**src/rtl/cpf_pkg.sv**
```systemverilog
package cpf_pkg;
  localparam int IR_W = 32;

  typedef enum logic [1:0] {
    HS_ABSENT = 2'b00,
    HS_WAIT   = 2'b01,
    HS_GO     = 2'b10,
    HS_LAST   = 2'b11
  } hs_e;

  localparam logic [2:0] XFER_CLASS = 3'b110;

  function automatic logic is_xfer(logic [IR_W-1:0] ir);
    return ir[27:25] == XFER_CLASS;
  endfunction

  function automatic logic [3:0] cp_num(logic [IR_W-1:0] ir);
    return ir[11:8];
  endfunction

  function automatic logic [7:0] word_req(logic [IR_W-1:0] ir);
    return ir[7:0];
  endfunction
endpackage

```
**src/rtl/cpf_shadow_pipe.sv**
```systemverilog
module cpf_shadow_pipe
  import cpf_pkg::*;
(
  input  logic            clk_i,
  input  logic            rst_ni,
  input  logic            clk_en_i,
  input  logic            fetch_n_i,
  input  logic [IR_W-1:0] instr_i,
  output logic            adv_o,
  output logic            dec_v_o,
  output logic [IR_W-1:0] dec_ir_o
);
  logic            pend_q;
  logic            fch_v_q, dec_v_q;
  logic [IR_W-1:0] fch_ir_q, dec_ir_q;
  logic            adv, smp;

  assign adv = clk_en_i & ~fetch_n_i;
  assign smp = clk_en_i & pend_q;   // word of the last fetch is on the bus

  always_ff @(posedge clk_i or negedge rst_ni) begin
    if (!rst_ni) begin
      pend_q   <= 1'b0;
      fch_v_q  <= 1'b0;
      fch_ir_q <= '0;
      dec_v_q  <= 1'b0;
      dec_ir_q <= '0;
    end else begin
      if (clk_en_i) pend_q <= adv;
      if (smp) fch_ir_q <= instr_i;
      if (smp)      fch_v_q <= 1'b1;
      else if (adv) fch_v_q <= 1'b0;
      if (adv) begin
        dec_v_q  <= fch_v_q;
        dec_ir_q <= fch_ir_q;
      end
    end
  end

  assign adv_o    = adv;
  assign dec_v_o  = dec_v_q;
  assign dec_ir_o = dec_ir_q;

  p_stall_hold_r2: assert property (@(posedge clk_i) disable iff (!rst_ni)
    !(clk_en_i && !fetch_n_i) |=> $stable(dec_ir_q) && $stable(dec_v_q));

  p_sample_r3: assert property (@(posedge clk_i) disable iff (!rst_ni)
    (clk_en_i && pend_q) |=> fch_ir_q == $past(instr_i) && fch_v_q);

  p_shift_r3: assert property (@(posedge clk_i) disable iff (!rst_ni)
    (clk_en_i && !fetch_n_i) |=> dec_ir_q == $past(fch_ir_q) && dec_v_q == $past(fch_v_q));
endmodule

```
**src/rtl/cpf_xfer_seq.sv**
```systemverilog
module cpf_xfer_seq
  import cpf_pkg::*;
#(
  parameter logic [3:0] CP_ID     = 4'd5,
  parameter int         BUSY_CYC  = 2,
  parameter int         MAX_WORDS = 6
) (
  input  logic            clk_i,
  input  logic            rst_ni,
  input  logic            clk_en_i,
  input  logic            adv_i,
  input  logic            dec_v_i,
  input  logic [IR_W-1:0] dec_ir_i,
  input  logic            pass_i,
  input  logic            late_cancel_i,
  output logic [1:0]      hs_ex_o
);
  localparam int CNT_W  = (MAX_WORDS < 2) ? 1 : $clog2(MAX_WORDS + 1);
  localparam int BUSY_W = (BUSY_CYC < 2) ? 1 : $clog2(BUSY_CYC + 1);

  logic             own, xfer;
  logic [7:0]       req;
  logic [CNT_W-1:0] words_ld, words_q;
  logic [BUSY_W-1:0] busy_ld, busy_q;
  logic             live_q;
  logic [1:0]       age_q;
  logic             cancel;
  hs_e              hs;
  logic             unused_ir_bits;

  assign unused_ir_bits = ^{dec_ir_i[31:28], dec_ir_i[24:12]};

  assign own  = dec_v_i && (cp_num(dec_ir_i) == CP_ID);
  assign xfer = is_xfer(dec_ir_i);
  assign req  = word_req(dec_ir_i);

  always_comb begin
    if (!xfer || req == 8'd0)        words_ld = CNT_W'(1);
    else if (int'(req) > MAX_WORDS)  words_ld = CNT_W'(MAX_WORDS);
    else                             words_ld = CNT_W'(req);
    busy_ld = xfer ? BUSY_W'(BUSY_CYC) : '0;
  end

  // late cancel counts only on the second enabled edge in execute
  assign cancel = !pass_i || (age_q == 2'd1 && late_cancel_i);

  always_ff @(posedge clk_i or negedge rst_ni) begin
    if (!rst_ni) begin
      live_q  <= 1'b0;
      busy_q  <= '0;
      words_q <= '0;
      age_q   <= '0;
    end else if (adv_i) begin
      live_q  <= own;
      busy_q  <= busy_ld;
      words_q <= words_ld;
      age_q   <= '0;
    end else if (clk_en_i && live_q) begin
      if (cancel)                     live_q  <= 1'b0;
      else if (busy_q != '0)          busy_q  <= busy_q - 1'b1;
      else if (words_q > CNT_W'(1))   words_q <= words_q - 1'b1;
      else                            live_q  <= 1'b0;
      if (age_q != 2'd2) age_q <= age_q + 2'd1;
    end
  end

  always_comb begin
    if (!live_q)                 hs = HS_ABSENT;
    else if (busy_q != '0)       hs = HS_WAIT;
    else if (words_q == CNT_W'(1)) hs = HS_LAST;
    else                         hs = HS_GO;
  end
  assign hs_ex_o = hs;

  p_last_retire_r5: assert property (@(posedge clk_i) disable iff (!rst_ni)
    (hs_ex_o == HS_LAST && clk_en_i && !adv_i && !cancel) |=> hs_ex_o == HS_ABSENT);

  p_go_count_r5: assert property (@(posedge clk_i) disable iff (!rst_ni)
    (hs_ex_o == HS_GO && clk_en_i && !adv_i && !cancel) |=> words_q == $past(words_q) - 1'b1);

  p_cap_r6: assert property (@(posedge clk_i) disable iff (!rst_ni)
    live_q |-> (words_q != '0 && words_q <= CNT_W'(MAX_WORDS)));

  p_freeze_r8: assert property (@(posedge clk_i) disable iff (!rst_ni)
    !clk_en_i |=> $stable(live_q) && $stable(busy_q) && $stable(words_q) && $stable(age_q));

  p_pass_drop_r9: assert property (@(posedge clk_i) disable iff (!rst_ni)
    (live_q && clk_en_i && !adv_i && !pass_i) |=> hs_ex_o == HS_ABSENT);

  p_lc_window_r10: assert property (@(posedge clk_i) disable iff (!rst_ni)
    (live_q && clk_en_i && !adv_i && age_q == 2'd1 && late_cancel_i) |=> !live_q);

  p_lc_ignored_r10: assert property (@(posedge clk_i) disable iff (!rst_ni)
    (hs_ex_o == HS_GO && clk_en_i && !adv_i && pass_i && age_q != 2'd1) |=> live_q);
endmodule

```
**src/rtl/cpf_follower.sv**
```systemverilog
module cpf_follower
  import cpf_pkg::*;
#(
  parameter logic [3:0] CP_ID     = 4'd5,
  parameter int         BUSY_CYC  = 2,
  parameter int         MAX_WORDS = 6
) (
  input  logic            clk_i,
  input  logic            rst_ni,
  input  logic            clk_en_i,
  input  logic            fetch_n_i,
  input  logic [IR_W-1:0] instr_i,
  input  logic            pass_i,
  input  logic            late_cancel_i,
  output logic [1:0]      hs_dec_o,
  output logic [1:0]      hs_ex_o
);
  logic            adv, dec_v;
  logic [IR_W-1:0] dec_ir;

  cpf_shadow_pipe u_pipe (
    .clk_i     (clk_i),
    .rst_ni    (rst_ni),
    .clk_en_i  (clk_en_i),
    .fetch_n_i (fetch_n_i),
    .instr_i   (instr_i),
    .adv_o     (adv),
    .dec_v_o   (dec_v),
    .dec_ir_o  (dec_ir)
  );

  cpf_xfer_seq #(
    .CP_ID     (CP_ID),
    .BUSY_CYC  (BUSY_CYC),
    .MAX_WORDS (MAX_WORDS)
  ) u_seq (
    .clk_i         (clk_i),
    .rst_ni        (rst_ni),
    .clk_en_i      (clk_en_i),
    .adv_i         (adv),
    .dec_v_i       (dec_v),
    .dec_ir_i      (dec_ir),
    .pass_i        (pass_i),
    .late_cancel_i (late_cancel_i),
    .hs_ex_o       (hs_ex_o)
  );

  assign hs_dec_o = (dec_v && cp_num(dec_ir) == CP_ID) ? HS_WAIT : HS_ABSENT;

  p_rst_absent_r1: assert property (@(posedge clk_i)
    !rst_ni |-> (hs_dec_o == HS_ABSENT && hs_ex_o == HS_ABSENT));

  p_own_ex_r4: assert property (@(posedge clk_i) disable iff (!rst_ni)
    (adv && hs_dec_o == HS_WAIT) |=> hs_ex_o != HS_ABSENT);

  p_foreign_ex_r4: assert property (@(posedge clk_i) disable iff (!rst_ni)
    (adv && hs_dec_o == HS_ABSENT) |=> hs_ex_o == HS_ABSENT);
endmodule

```
**config.mk**
```make
export PLATFORM = sky130hd
export DESIGN_NAME = cpf_follower
export DESIGN_NICKNAME = d
export VERILOG_FILES = /design/src/rtl/cpf_pkg.sv /design/src/rtl/cpf_shadow_pipe.sv /design/src/rtl/cpf_xfer_seq.sv /design/src/rtl/cpf_follower.sv
export SDC_FILE = /design/constraint.sdc
export NUM_CORES = 1
export LEC_CHECK = 0
export ABC_CLOCK_PERIOD_IN_PS = 1800
export BUFFER_PORTS_ARGS = -buffer_cell sky130_fd_sc_hd__buf_2
export CAP_MARGIN = 15
export CORE_MARGIN = 2
export CORE_UTILIZATION = 53
export DETAILED_ROUTE_END_ITERATION = 10
export HOLD_SLACK_MARGIN = 0.06
export PLACE_DENSITY = 0.79
export SLEW_MARGIN = 0
export SYNTH_ARGS = -nofsm -noshare
export SYNTH_HDL_FRONTEND = slang
export SYNTH_SLANG_ARGS = --single-unit
export TNS_END_PERCENT = 100
```
**constraint.sdc**
```tcl
create_clock -name clk_i -period 1.8 [get_ports clk_i]
set_clock_uncertainty 0.1 [all_clocks]
set_input_delay 0.18 -clock clk_i [delete_from_list [all_inputs] [get_ports clk_i]]
set_output_delay 0.18 -clock clk_i [all_outputs]
set_load 0.1 [all_outputs]
```
# Word-level counts from Yosys, hierarchy flattened
# Index checks and enable logic that the tools add are counted.
op_classes:
  reduce_logical: 18
  addsub: 3
  n_bitwise: 3
  order_cmp: 2
  eq_ne: 9
  n_mux: 26
ops:
  columns: ["op", "count"]
  rows:
  - ["3-bit 2-to-1 mux", 7]
  - ["2-bit 2-to-1 mux", 10]
  - ["2-bit nonzero test", 6]
  - ["1-bit 2-to-1 mux", 9]
  - ["8-bit by 3-bit > comparator with 1-bit output, second input constant", 1]
  - ["8-bit zero test", 1]
  - ["2-bit != test, second input constant", 3]
  - ["3-bit by 2-bit != test with 1-bit output, second input constant", 2]
  - ["3-bit AND reduction", 2]
  - ["4-bit by 3-bit equality test with 1-bit output, second input constant", 1]
  - ["4-bit AND reduction", 1]
  - ["3-bit by 1-bit equality test with 1-bit output, second input constant", 1]
  - ["3-bit equality test, second input constant", 1]
  - ["3-bit by 1-bit > comparator with 1-bit output, second input constant", 1]
  - ["1-bit logical AND", 3]
  - ["3-bit by 1-bit subtractor with 3-bit output, second input constant", 1]
  - ["2-bit by 1-bit adder with 2-bit output, second input constant", 1]
  - ["1-bit AND", 2]
  - ["2-bit by 1-bit equality test with 1-bit output, second input constant", 1]
  - ["1-bit zero test", 2]
  - ["1-bit logical OR", 2]
  - ["2-bit AND reduction", 1]
  - ["2-bit by 1-bit subtractor with 2-bit output, second input constant", 1]
  - ["1-bit NOT", 1]
word_totals:
  output_inout_bits: 4
  elab_cells: 70
  in_bits: 38
  register_bits: 67

# Depth between registers and ports, before layout
# Gate-level depths: netlist of run 1.
depth:
  ltp_word: 6
  mapped_depth: 6
  mapped_depth_nobuf: 6

# Cells and area by module
# From an unflattened synthesis of run 1, not the netlist that was laid out.
hier_totals:
  cells_unflattened: 214
  area_unflattened_um2: 3085.5
modules_own_cells:
  columns: ["module", "cells_each", "instances", "area_per_inst_um2", "seq_area_each_um2"]
  rows:
  - ["cpf_shadow_pipe", 145, 1, 2472.4, 1676.6]
  - ["cpf_xfer_seq", 65, 1, 589.3, 200.2]
  - ["cpf_follower", 4, 1, 23.8, 0.0]

# Worst setup path after synthesis of run 1
# No wires, ideal clock.
synth_timing:
  kind: "reg2out"
  start: "register u_seq.words_q[1]"
  end: "output hs_ex_o[0]"
  slack_ns: -0.605
  arrival_time_ns: 2.125
  n_path_buf: 0
  stages_incl_launch_ff: 5
  path_cell_list: "dfrtp_1 -> inv_1 -> ha_1 -> nand2b_1 -> a21oi_1"
synth_via:
  elab_chain_cells: 4
synth_rtl:
  columns: ["element", "line_no", "rtl"]
  rows:
  - ["start: declaration", "cpf_xfer_seq.sv:23", "logic [CNT_W-1:0] words_ld, words_q;"]
  - ["start signal: assignment", "cpf_xfer_seq.sv:56", "words_q <= words_ld;"]
  - ["start signal: assignment", "cpf_xfer_seq.sv:61", "else if (words_q > CNT_W'(1)) words_q <= words_q - 1'b1;"]
  - ["3-bit by 1-bit equality test with 1-bit output", "cpf_xfer_seq.sv:70", "else if (words_q == CNT_W'(1)) hs = HS_LAST;"]
  - ["1-bit 2-to-1 mux", "cpf_xfer_seq.sv:70", null]
  - ["2-bit 2-to-1 mux", "cpf_xfer_seq.sv:69", "else if (busy_q != '0) hs = HS_WAIT;"]
  - ["2-bit 2-to-1 mux", "cpf_xfer_seq.sv:68", "if (!live_q) hs = HS_ABSENT;"]
  - ["end: declaration", "cpf_follower.sv:16", "output logic [1:0] hs_ex_o"]
# No other way between the ends.

# Final worst setup path of run 1
layout_timing:
  start: "register u_seq.age_q[0]"
  end: "register u_seq.busy_q[1]"
layout_via:
  elab_chain_cells: 5
layout_rtl:
  columns: ["element", "line_no", "rtl"]
  rows:
  - ["start: declaration", "cpf_xfer_seq.sv:26", "logic [1:0] age_q;"]
  - ["start signal: assignment", "cpf_xfer_seq.sv:63", "if (age_q != 2'd2) age_q <= age_q + 2'd1;"]
  - ["2-bit by 1-bit equality test with 1-bit output", "cpf_xfer_seq.sv:45", "assign cancel = !pass_i || (age_q == 2'd1 && late_cancel_i);"]
  - ["1-bit logical AND", "cpf_xfer_seq.sv:45", null]
  - ["1-bit logical OR", "cpf_xfer_seq.sv:45", null]
  - ["2-bit != test (no line)", null, null]
  - ["3-bit AND reduction (no line)", null, null]
  - ["end signal: assignment", "cpf_xfer_seq.sv:55", "busy_q <= busy_ld;"]
  - ["end signal: assignment", "cpf_xfer_seq.sv:60", "else if (busy_q != '0) busy_q <= busy_q - 1'b1;"]
  - ["end: declaration", "cpf_xfer_seq.sv:24", "logic [BUSY_W-1:0] busy_ld, busy_q;"]
# No other way between the ends.
# A chain may end at the register's enable or synchronous reset.

==> impl_results.md, run 1 <==
* Final hold slack at ~200 ps
* Antenna violations before repair at 0
* Count of cell types in the netlist at 33
* Boundary Pins at 42
* Data required time at the worst endpoint at 1980 ps
* Clock edge transition at the registers on the reported setup and hold paths at approximately 110 ps
* Setup CP Type: reg2reg
* Number of design-rule violations left by the first detailed-router iteration at 49
* DRC viols at 0
* Detailed-router iteration count before antenna repair at 4
* Final Wtd Congestion at 0.7860
* Share of the yosys chip area belonging to registers at 0.5636
* Final worst path period need at roughly 1700 ps
* Clock H-tree levels at 2
* Most common cell after layout, fill and taps aside: dfrtp_1
* Number of slew-limit violations in the final report at 0
* Leakage Power at between 0.001 and 0.0015 uW
* Count of input and output buffers at 23
* Reg2Reg Capture Point: u_seq.busy_q[1]
* Reg2reg start: u_seq.age_q[0]
* Starting density of the core at 0.5499
* Core Area at 0.003311 mm2
* Top cells by area, synth: dfrtp_1 56%, mux2_1 15%, mux2_2 4.3%, ha_1 3.4%, inv_1 2.3%
* Final critical-path share of the clock period at 0.9596
* Total GRT Usage at 0.1936
* Largest net degree at the start of global routing at 24
* Grt met3 use at 0.03964
* PwrDens at around 970 mW/mm2
* Worst-Skew Late Latency at approximately 350 ps
* Reg2Reg Depth at 4
* Inserted Clock Buffers at 5
* Post-synthesis sequential element count at 41
* Die height at 62.61 um
* Post-Syn Nets at 184
* Vias per cell at 5.038
* Highest-utilization routing layer at the global route stage: met2
* Total global routing overflow at 0
* Post-route cell area at 0.002364 mm2
* Overall Power at 2292 uW
* RSZ-0062 raised after global routing: yes
* Average instance area after synthesis at 12.91 um2
* Max Cap Violations at 0
* Root cell of the clock tree: clkbuf_4
* Width of the chip at 62.61 um
* Top cell type by total area after synthesis: dfrtp_1
* Type of element capturing the critical path: flip-flop
* Floorplan die area at between 0.003 and 0.004 mm2
* Number of enable flip-flop cells after synthesis at 0
* Total inserted antenna cells at 0
* Num Clock Sinks at 41
* Max frequency at 579.0 MHz
* Synth Cell Area at 0.001820 mm2
* Total via count after detailed routing at 1204
* Total count of hold-check failures in the final report at 0
* Gate count after technology mapping at 141
* NumNets Final at 235
* Predominant post-synthesis flop cell: dfrtp_1
* Most used cells in the layout excluding fill and tap cells: 41 x dfrtp_1, 24 x mux2_1, 20 x buf_2
* Synth warnings at 0
* Post-synth top area share at 0.5636
* Detailed Place HPWL at 2253 um
* Critical Path Start Type: flip-flop
* Utilization after layout at 0.7139
* Outcome: finished clean
* Total Neg Setup Slack at 0 ps
* Hold/Removal Path Class: in2async
* Setup violators final at 0
* Global-route wire length before repair at 5823 um
* Maximum fanout encountered on the critical timing path at 4
* Vias in the first global route at 1318
* Ys async rst share at 1.000
* Relative area change from synthesis to final layout at 29.83%
* Area of placed instances at 0.002059 mm2
* Std cell rows at 21
* Reg-to-reg slack, setup at 70 ps
* WP data arrival at 1910 ps
* Global routing usage on met2 at 0.3387
* Worst vdd ir at 651.7 uV
* Clock tree from TritonCTS: done
* Global routing usage on met1 at 0.2256
* Maximum count of clock buffers along a single path at 2
* Share of final-layout standard cells stronger than drive strength 1 at 0.2902
* Final wirelength at 3221 um
* Post-detailed-route wirelength per cell at 13.48 um
* Antenna-violating nets left at 0
final cells by class:
| type | count | area, um2 |
|---|---|---|
| repair buffers | 50 | 414.1 |
| fillers | 260 | 947.2 |
| clock inverters | 1 | 30.03 |
| inverters | 12 | 45.04 |
| well taps | 46 | 57.56 |
| clock buffers | 7 | 55.05 |
| flip-flops and latches | 41 | 1026 |
| multi-input cells | 82 | 735.7 |
layer usage:
metal / share of wire / vias to the layer above
li1: - / 586
met1: 0.43 / 586
met2: 0.52 / 23
met3: 0.028 / 9
met4: 0.026 / 0
met5: 0 / -
critical path: stages (launching register included):
cell and delay, ps:
dfrtp_1 430, ha_1 280, a2111oi_2 390, mux2_1 360, o21ai_1 110
sequential cells by signal, summed over array words and instances (netlist names):
register,cells
u_pipe.dec_ir_o,15
u_pipe.fch_ir_q,15
u_seq.words_q,3
u_seq.age_q,2
u_seq.busy_q,2
u_pipe.dec_v_o,1
u_pipe.fch_v_q,1
u_pipe.pend_q,1
u_seq.live_q,1
kinds of logic after synthesis:
kind of cell	count (synthesis)	share of synthesized area
compound gates	18	0.07423
xor+xnor	3	0.01444
fa+ha+maj	6	0.03986
buf+inv	18	0.04673
flops	41	0.5636
mux	32	0.2000
other cells	1	0.002060
simple gates	22	0.05912
where the power goes:
part           total, uW  internal, uW  switching, uW  leakage [uW]
combinational        476           247            230      0.000506
sequential          1200          1100            102      0.000493
clock                617           332            285     0.0000455
synthesized netlist by cell type, types with 2 or more instances:
cell / number
o21ai_0: 3
dfrtp_1: 41
nand4b_1: 2
a21oi_1: 2
buf_4: 4
buf_2: 2
mux2_2: 7
nor2_1: 8
ha_1: 5
mux2_1: 24
xnor2_1: 3
o21ai_1: 4
a2111oi_2: 2
inv_1: 11
nand2_1: 5
timing repair:
item	4_1_cts	5_1_grt
endpoints found under the setup margin	3	4
hold buffers	19	0
buffers inserted	1	0
pin swaps	0	0
endpoints found under the hold margin	58	0
resized for setup	2	4
through the flow:
| stage | cells | worst slack, ps |
|---|---|---|
| 5_1_grt | 239 | -21.73 |
| 4_1_cts | 239 | 4.172 |
| 6_report | 239 | 72.74 |
| 3_5_place_dp | 211 | 73.00 |
| 2_1_floorplan | 141 | 53.89 |
| 3_3_place_gp | 211 | 105.4 |
how the worst max path moves through the flow:
stage                               start               end  slack (ps)
after floorplan           u_seq.busy_q[0]        hs_ex_o[1]          50
after global placement     u_seq.age_q[0]   u_seq.busy_q[1]         110
after detailed placement  u_seq.busy_q[0]  u_seq.words_q[1]          70
after CTS                 u_seq.busy_q[0]        hs_ex_o[1]           4
after global routing       u_seq.age_q[0]   u_seq.busy_q[1]         -20
final                      u_seq.age_q[0]   u_seq.busy_q[1]          70
Note: power is estimated with default switching activity, not from simulation.
==> inputs of run 2 (changes only) <==
--- a/config.mk
+++ b/config.mk
@@ -13,6 +13,7 @@
 export DETAILED_ROUTE_END_ITERATION = 10
 export HOLD_SLACK_MARGIN = 0.06
 export PLACE_DENSITY = 0.79
+export SETUP_SLACK_MARGIN = 0.5
 export SLEW_MARGIN = 0
 export SYNTH_ARGS = -nofsm -noshare
 export SYNTH_HDL_FRONTEND = slang
==> impl_results.md, run 2 (same netlist as run 1, synthesis figures left out) <==
* Outcome: finished clean
* Share of final-layout standard cells stronger than drive strength 1 at 0.4069
* Buf/Inv on CP at 1
* Final worst path period need at 1741 ps
* Inserted Clock Buffers at 5
* Slew of the pin with the lowest slew margin at ~510 ps
* Vias per cell at 5.084
* Die height at 62.61 um
* Max Cap Violations at 0
* Post-detailed-route wirelength per cell at approximately 14 um
* Final critical-path share of the clock period at 0.9671
* Vias in the first global route at between 1000 and 1500
* Least setup slack across all paths after layout at just under 60 ps
* Total Neg Setup Slack at 0 ps
* Maximum count of clock buffers along a single path at 2
* Grt met3 use at 0.05225
* Switching power at between 600 and 700 uW
* Area of placed instances at ~0.0021 mm2
* Worst vdd ir at about 600 uV
* Critical path's top delay family: compound AO/OA/AOI/OAI gates
* Clock H-tree levels at 2
* Detailed Place HPWL at ~2300 um
* Count of input and output buffers at 23
* Data required time at the worst endpoint at between 1500 and 2000 ps
* NumNets Final at 246
* Post-route cell area at 0.002550 mm2
* Highest-utilization routing layer at the global route stage: met2
* Most common cell after layout, fill and taps aside: dfrtp_1
* Antenna-violating nets left at 0
* Number of design-rule violations left by the first detailed-router iteration at 30
* Antenna violations before repair at 0
* Setup CP Type: reg2reg
* Total inserted antenna cells at 0
* Core Area at 0.003311 mm2
* Root cell of the clock tree: clkbuf_4
* Maximum single-stage delay on the critical path at 410 ps
* Final Wtd Congestion at 0.7285
* PwrDens at 896.5 mW/mm2
* DRC viols at 0
* Clock tree from TritonCTS: done
* Total GRT Usage at 0.1987
* Worst-Skew Late Latency at 350 ps
* Total count of hold-check failures in the final report at 0
* Total via count after detailed routing at 1271
* Clock power frac at 0.223
* Hold/Removal Path Class: in2reg
* Non-filler instance count after layout at 250
* Combinational group share of total power at 0.252
* Pre-CTS setup slack at 87.31 ps
* Int Power at 1637 uW
* FILL cells at 211
* Global routing usage on met2 at 0.3696
* Switching Share at 0.2837
* Global routing usage on met1 at 0.2159
* Std cell rows at 21
* Starting density of the core at 0.5499
* Total global routing overflow at 0
* Relative area change from synthesis to final layout at 40.07%
* Highest-delay cell along the critical path: dfrtp_1
* RSZ-0062 raised after global routing: yes
* Largest net degree at the start of global routing at 42
* Most used cells in the layout excluding fill and tap cells: 41 x dfrtp_1, 23 x mux2_1, 20 x buf_2
* Critical Path Start Type: flip-flop
* Maximum fanout encountered on the critical timing path at 5
* Number of slew-limit violations in the final report at 0
* Max frequency at 574.5 MHz
* Relative slew slack at 0.6622
* Type of element capturing the critical path: flip-flop
* Floorplan die area at 0.003920 mm2
* Setup violators final at 0
* Global-route wire length before repair at around 6000 um
* Boundary Pins at 42
* Ordered list of cells on the worst path: inv_2 > ha_4 > o211ai_1 > a211o_1 > mux2_4 > o22ai_2
* WP data arrival at 1910 ps
* Final wirelength at 3503 um
* Clock edge transition at the registers on the reported setup and hold paths at 120 ps
* Leakage Power at ~0.0011 uW
* Num Clock Sinks at 41
* Number of placed cells counting well taps at 210
* Relative contribution of sequential cells to total power at 0.525
* Width of the chip at 62.61 um
* Detailed-router iteration count before antenna repair at 4
## run 2: cell types whose count changed in the layout (fill, tap and decap cells not counted), sizes merged
cell | before | now
buf | 31 | 43
bufinv | 1 | 0
clkinv | 0 | 1
dlygate4sd3 | 19 | 18
## run 2: tightest hold or removal path, stage by stage
cell and delay, ps:
buf_2 150, nand3_1 110, o21ai_1 60
## run 2: what timing repair did
action | in CTS | in global routing
setup endpoints to repair | 11 | 26
pin swaps | 11 | 12
endpoints found under the hold margin | 58 | 0
gates resized for setup | 19 | 15
hold buffers | 18 | 0
setup buffers | 11 | 3
## run 2: path summary, 6_finish.rpt
| kind | startpoint | to | slack, ps | cells after the start |
|---|---|---|---|---|
| max reg2reg | u_seq.busy_q[0] | u_seq.words_q[1] | 60 | 6 |
| min | fetch_n_i | u_seq.age_q[0] | 80 | 3 |
| max in group asynchronous | rst_ni | u_pipe.fch_ir_q[4] | 900 | 3 |
| min in group asynchronous | rst_ni | u_pipe.fch_ir_q[26] | 340 | 3 |
| min reg2reg | u_pipe.dec_ir_o[11] | u_pipe.dec_ir_o[11] | 390 | 1 |
| max | u_seq.busy_q[0] | u_seq.words_q[1] | 60 | 6 |
## run 2: final cells by class
type / instances / area, um2 / area share
flip-flops and latches: 41 / 1026 / 0.4024
multi-input cells: 82 / 843.3 / 0.3307
repair buffers: 61 / 505.5 / 0.1982
clock buffers: 7 / 65.06 / 0.02552
well taps: 46 / 57.56 / 0.02257
inverters: 12 / 47.55 / 0.01865
clock inverters: 1 / 5.005 / 0.001963
## run 2: power groups by stage
stage | sequential, uW | clock, uW | combinational [uW]
finish | 1200 | 510 | 576
CTS | 1200 | 529 | 530
detailed placement | 1220 | 0 | 435
global placement | 1200 | 0 | 407
floorplan | 1180 | 0 | 334
global route | 1220 | 562 | 630
## run 2: per-stage QoR
stage	total power (uW)	hold WS [ps]	util
3_3_place_gp	1609	156.6	0.6247
3_5_place_dp	1652	165.4	0.6247
5_1_grt	2416	98.45	0.7702
2_1_floorplan	1515	-215.6	-
6_report	2286	76.66	0.7702
4_1_cts	2258	64.87	0.7426
## run 2: metal layers
| metal | up-vias | share of wire |
|---|---|---|
| li1 | 604 | - |
| met1 | 639 | 0.41 |
| met2 | 21 | 0.54 |
| met3 | 7 | 0.029 |
| met4 | 0 | 0.019 |
| met5 | - | 0 |
==> inputs of run 3 (changes only) <==
--- a/config.mk
+++ b/config.mk
@@ -5,6 +5,7 @@
 export SDC_FILE = /design/constraint.sdc
 export NUM_CORES = 1
 export LEC_CHECK = 0
+export ABC_AREA = 1
 export ABC_CLOCK_PERIOD_IN_PS = 1800
 export BUFFER_PORTS_ARGS = -buffer_cell sky130_fd_sc_hd__buf_2
 export CAP_MARGIN = 15
@@ -12,7 +13,7 @@
 export CORE_UTILIZATION = 53
 export DETAILED_ROUTE_END_ITERATION = 10
 export HOLD_SLACK_MARGIN = 0.06
-export PLACE_DENSITY = 0.79
+export PLACE_DENSITY = 0.78
 export SETUP_SLACK_MARGIN = 0.5
 export SLEW_MARGIN = 0
 export SYNTH_ARGS = -nofsm -noshare
==> impl_results.md, run 3 <==
* Outcome: finished clean
* Overall Power at approximately 2600 uW
* RSZ-0062 raised after global routing: yes
* Clock edge transition at the registers on the reported setup and hold paths at 130 ps
* Predominant post-synthesis flop cell: dfrtp_1
* Non-filler instance count after layout at 296
* Synth Cell Area at 0.001873 mm2
* Top cell type by total area after synthesis: dfrtp_1
* Post-synth top area share at 0.5478
* Total inserted antenna cells at 0
* Synth warnings at 0
* Relative area change from synthesis to final layout at 32.46%
* Top cells by area, synth: dfrtp_1 55%, nand2_1 12%, mux2_2 7.8%, inv_1 4.6%, o21ai_0 4.5%
* Critical Path Start Type: flip-flop
* Gate count after technology mapping at 200
* Starting density of the core at 0.5569
* Count of cell types in the netlist at 24
* Post-route cell area at 0.002481 mm2
* Std cell rows at 21
* Share of final-layout standard cells stronger than drive strength 1 at 0.3280
* Share of the yosys chip area belonging to registers at 0.5478
* Antenna-violating nets left at 0
* Global-route wire length before repair at 6313 um
* Max frequency at 609.7 MHz
* Clock H-tree levels at 2
* Vias per cell at 4.892
* Post-Syn Nets at 243
* Largest net degree at the start of global routing at 42
* Maximum single-stage delay on the critical path at around 430 ps
* Detailed Place HPWL at 2332 um
* Number of design-rule violations left by the first detailed-router iteration at 45
* DRC viols at 0
* Final critical-path share of the clock period at 0.9112
* Leakage Power at 0.001210 uW
* Average instance area after synthesis at 9.365 um2
* Core Area at 0.003363 mm2
* Maximum fanout encountered on the critical timing path at 2
* Reg-to-reg slack, setup at between 300 and 400 ps
* NumNets Final at 292
* Clock tree from TritonCTS: done
* Post-detailed-route wirelength per cell at 12.61 um
* Vias in the first global route at 1488
* FILL cells at 262
* Reg2reg start: u_seq.busy_q[0]
* Most repeated cell in the gate-level netlist after synthesis: nand2_1
* Number of placed cells counting well taps at around 270
* Setup CP Type: reg2out
* Detailed-router iteration count before antenna repair at 4
* Data required time at the worst endpoint at 1520 ps
* Num Clock Sinks at 41
* Relative slew slack at 0.6627
* Number of slew-limit violations in the final report at 0
* Launch instance of the worst min-delay path: clk_en_i
* WP data arrival at 1360 ps
* Hold Path Depth at 4
* Total via count after detailed routing at 1448
* Worst-Skew Late Latency at 350 ps
* Final Wtd Congestion at 0.8073
* Worst vdd ir at 777.5 uV
* Total Neg Setup Slack at 0 ps
* Total GRT Usage at 0.2066
* Width of the chip at about 63 um
* Ys async rst share at 1.000
* Final worst path period need at 1640 ps
* Worst hold path endpoint: u_seq.live_q
* Leading post-synthesis cells by instance count: 60 x nand2_1, 41 x dfrtp_1, 23 x inv_1
* Highest-delay cell along the critical path: dfrtp_1
* Reg2Reg Capture Point: u_seq.words_q[0]
* Slew of the pin with the lowest slew margin at between 500 and 600 ps
* Post-synthesis sequential element count at 41
* Area of placed instances at 0.002091 mm2
* Boundary Pins at between 40 and 50
* Inserted Clock Buffers at 5
* Setup violators final at 0
* Floorplan die area at 0.004025 mm2
* Hold/Removal Path Class: in2reg
* PwrDens at 1051 mW/mm2
* Maximum count of clock buffers along a single path at 2
* Die height at 63.45 um
* Reg2Reg Depth at 10
* Number of enable flip-flop cells after synthesis at 0
* Type of element capturing the critical path: primary output
* Most used cells in the layout excluding fill and tap cells: 54 x nand2_1, 40 x dfrtp_1, 20 x buf_2
* Total count of hold-check failures in the final report at 0
* Root cell of the clock tree: clkbuf_4
* Count of input and output buffers at 23
* Most common cell after layout, fill and taps aside: nand2_1
* Total global routing overflow at 0
* Max Cap Violations at 0
* Ordered list of cells on the worst path: nor4_4 > buf_6
* Final wirelength at about 3700 um
* Antenna violations before repair at 0
==> run 3: changes by cell type after synthesis, sizes merged, moves of 2 or more <==
| cell | change |
|---|---|
| a21oi | +3 |
| inv | +12 |
| o21ai | +10 |
| or2 | +2 |
| nand4 | +2 |
| a2111oi | -2 |
| nand2 | +56 |
| nand3 | +7 |
| mux2 | -19 |
| xnor2 | -3 |
| nand4b | -2 |
| o22ai | -2 |
==> run 3: metal layers <==
metal  vias to the layer above  part of all wire  global-route usage
met2                        33              0.52              0.3632
met1                       686              0.44              0.2461
li1                        727                 -                   -
met3                         2             0.041             0.05536
met5                         -                 0                   0
met4                         0            0.0040             0.06522
==> run 3: repair_timing <==
item | in CTS | in global routing
buffers inserted | 3 | 2
endpoints found under the setup margin | 10 | 11
gates resized for setup | 21 | 8
hold endpoints to repair | 57 | 0
pin swaps | 8 | 7
hold buffers | 17 | 0
==> run 3: final cells by class <==
| cell class | count | area, um2 | share of cell area |
|---|---|---|---|
| multi-input cells | 128 | 817.0 | 0.3293 |
| flip-flops and latches | 41 | 1027 | 0.4140 |
| inverters | 24 | 93.84 | 0.03782 |
| clock inverters | 2 | 37.54 | 0.01513 |
| well taps | 46 | 57.56 | 0.02320 |
| repair buffers | 49 | 396.6 | 0.1599 |
| clock buffers | 6 | 51.30 | 0.02068 |
==> run 3: worst max-delay path, delay by kind of cell (launching register included) <==
family / cells / cell delay (ps)
buffers and inverters: 1 / 270
DFF: 1 / 430
and+or+nand+nor: 1 / 320
==> run 3: power by group <==
group          internal, uW  switching, uW
sequential             1110            113
clock                   330            309
combinational           363            389
total                  1800            810
==> run 3: how the worst max path moves through the flow <==
stage             endpoint                from  cells past startpoint
6_report       hs_dec_o[0]  u_pipe.dec_ir_o[9]                      2
4_1_cts        hs_dec_o[0]  u_pipe.dec_ir_o[9]                      2
3_5_place_dp   hs_dec_o[0]  u_pipe.dec_ir_o[9]                      2
3_3_place_gp   hs_dec_o[0]  u_pipe.dec_ir_o[9]                      2
2_1_floorplan   hs_ex_o[0]    u_seq.words_q[1]                      4
5_1_grt         hs_ex_o[0]    u_seq.words_q[1]                      5
==> run 3: kinds of logic after synthesis <==
logic type      after synthesis  synth area share
compound gates               24           0.06680
fa+ha+maj                     5           0.03340
buf+inv                      31           0.07548
flops                        41            0.5478
mux                          13           0.07816
other cells                   1          0.002002
simple gates                 85            0.1964
==> run 3: metrics by stage <==
step | utilization | worst slack (ps) | hold slack (ps)
final | 0.7377 | 159.8 | 123.9
after global routing | 0.7377 | 90.61 | 126.8
after CTS | 0.7240 | 149.9 | 105.5
after detailed placement | 0.6217 | 374.5 | 168.9
after global placement | 0.6217 | 374.3 | 169.3
after floorplan | - | 306.9 | -215.6
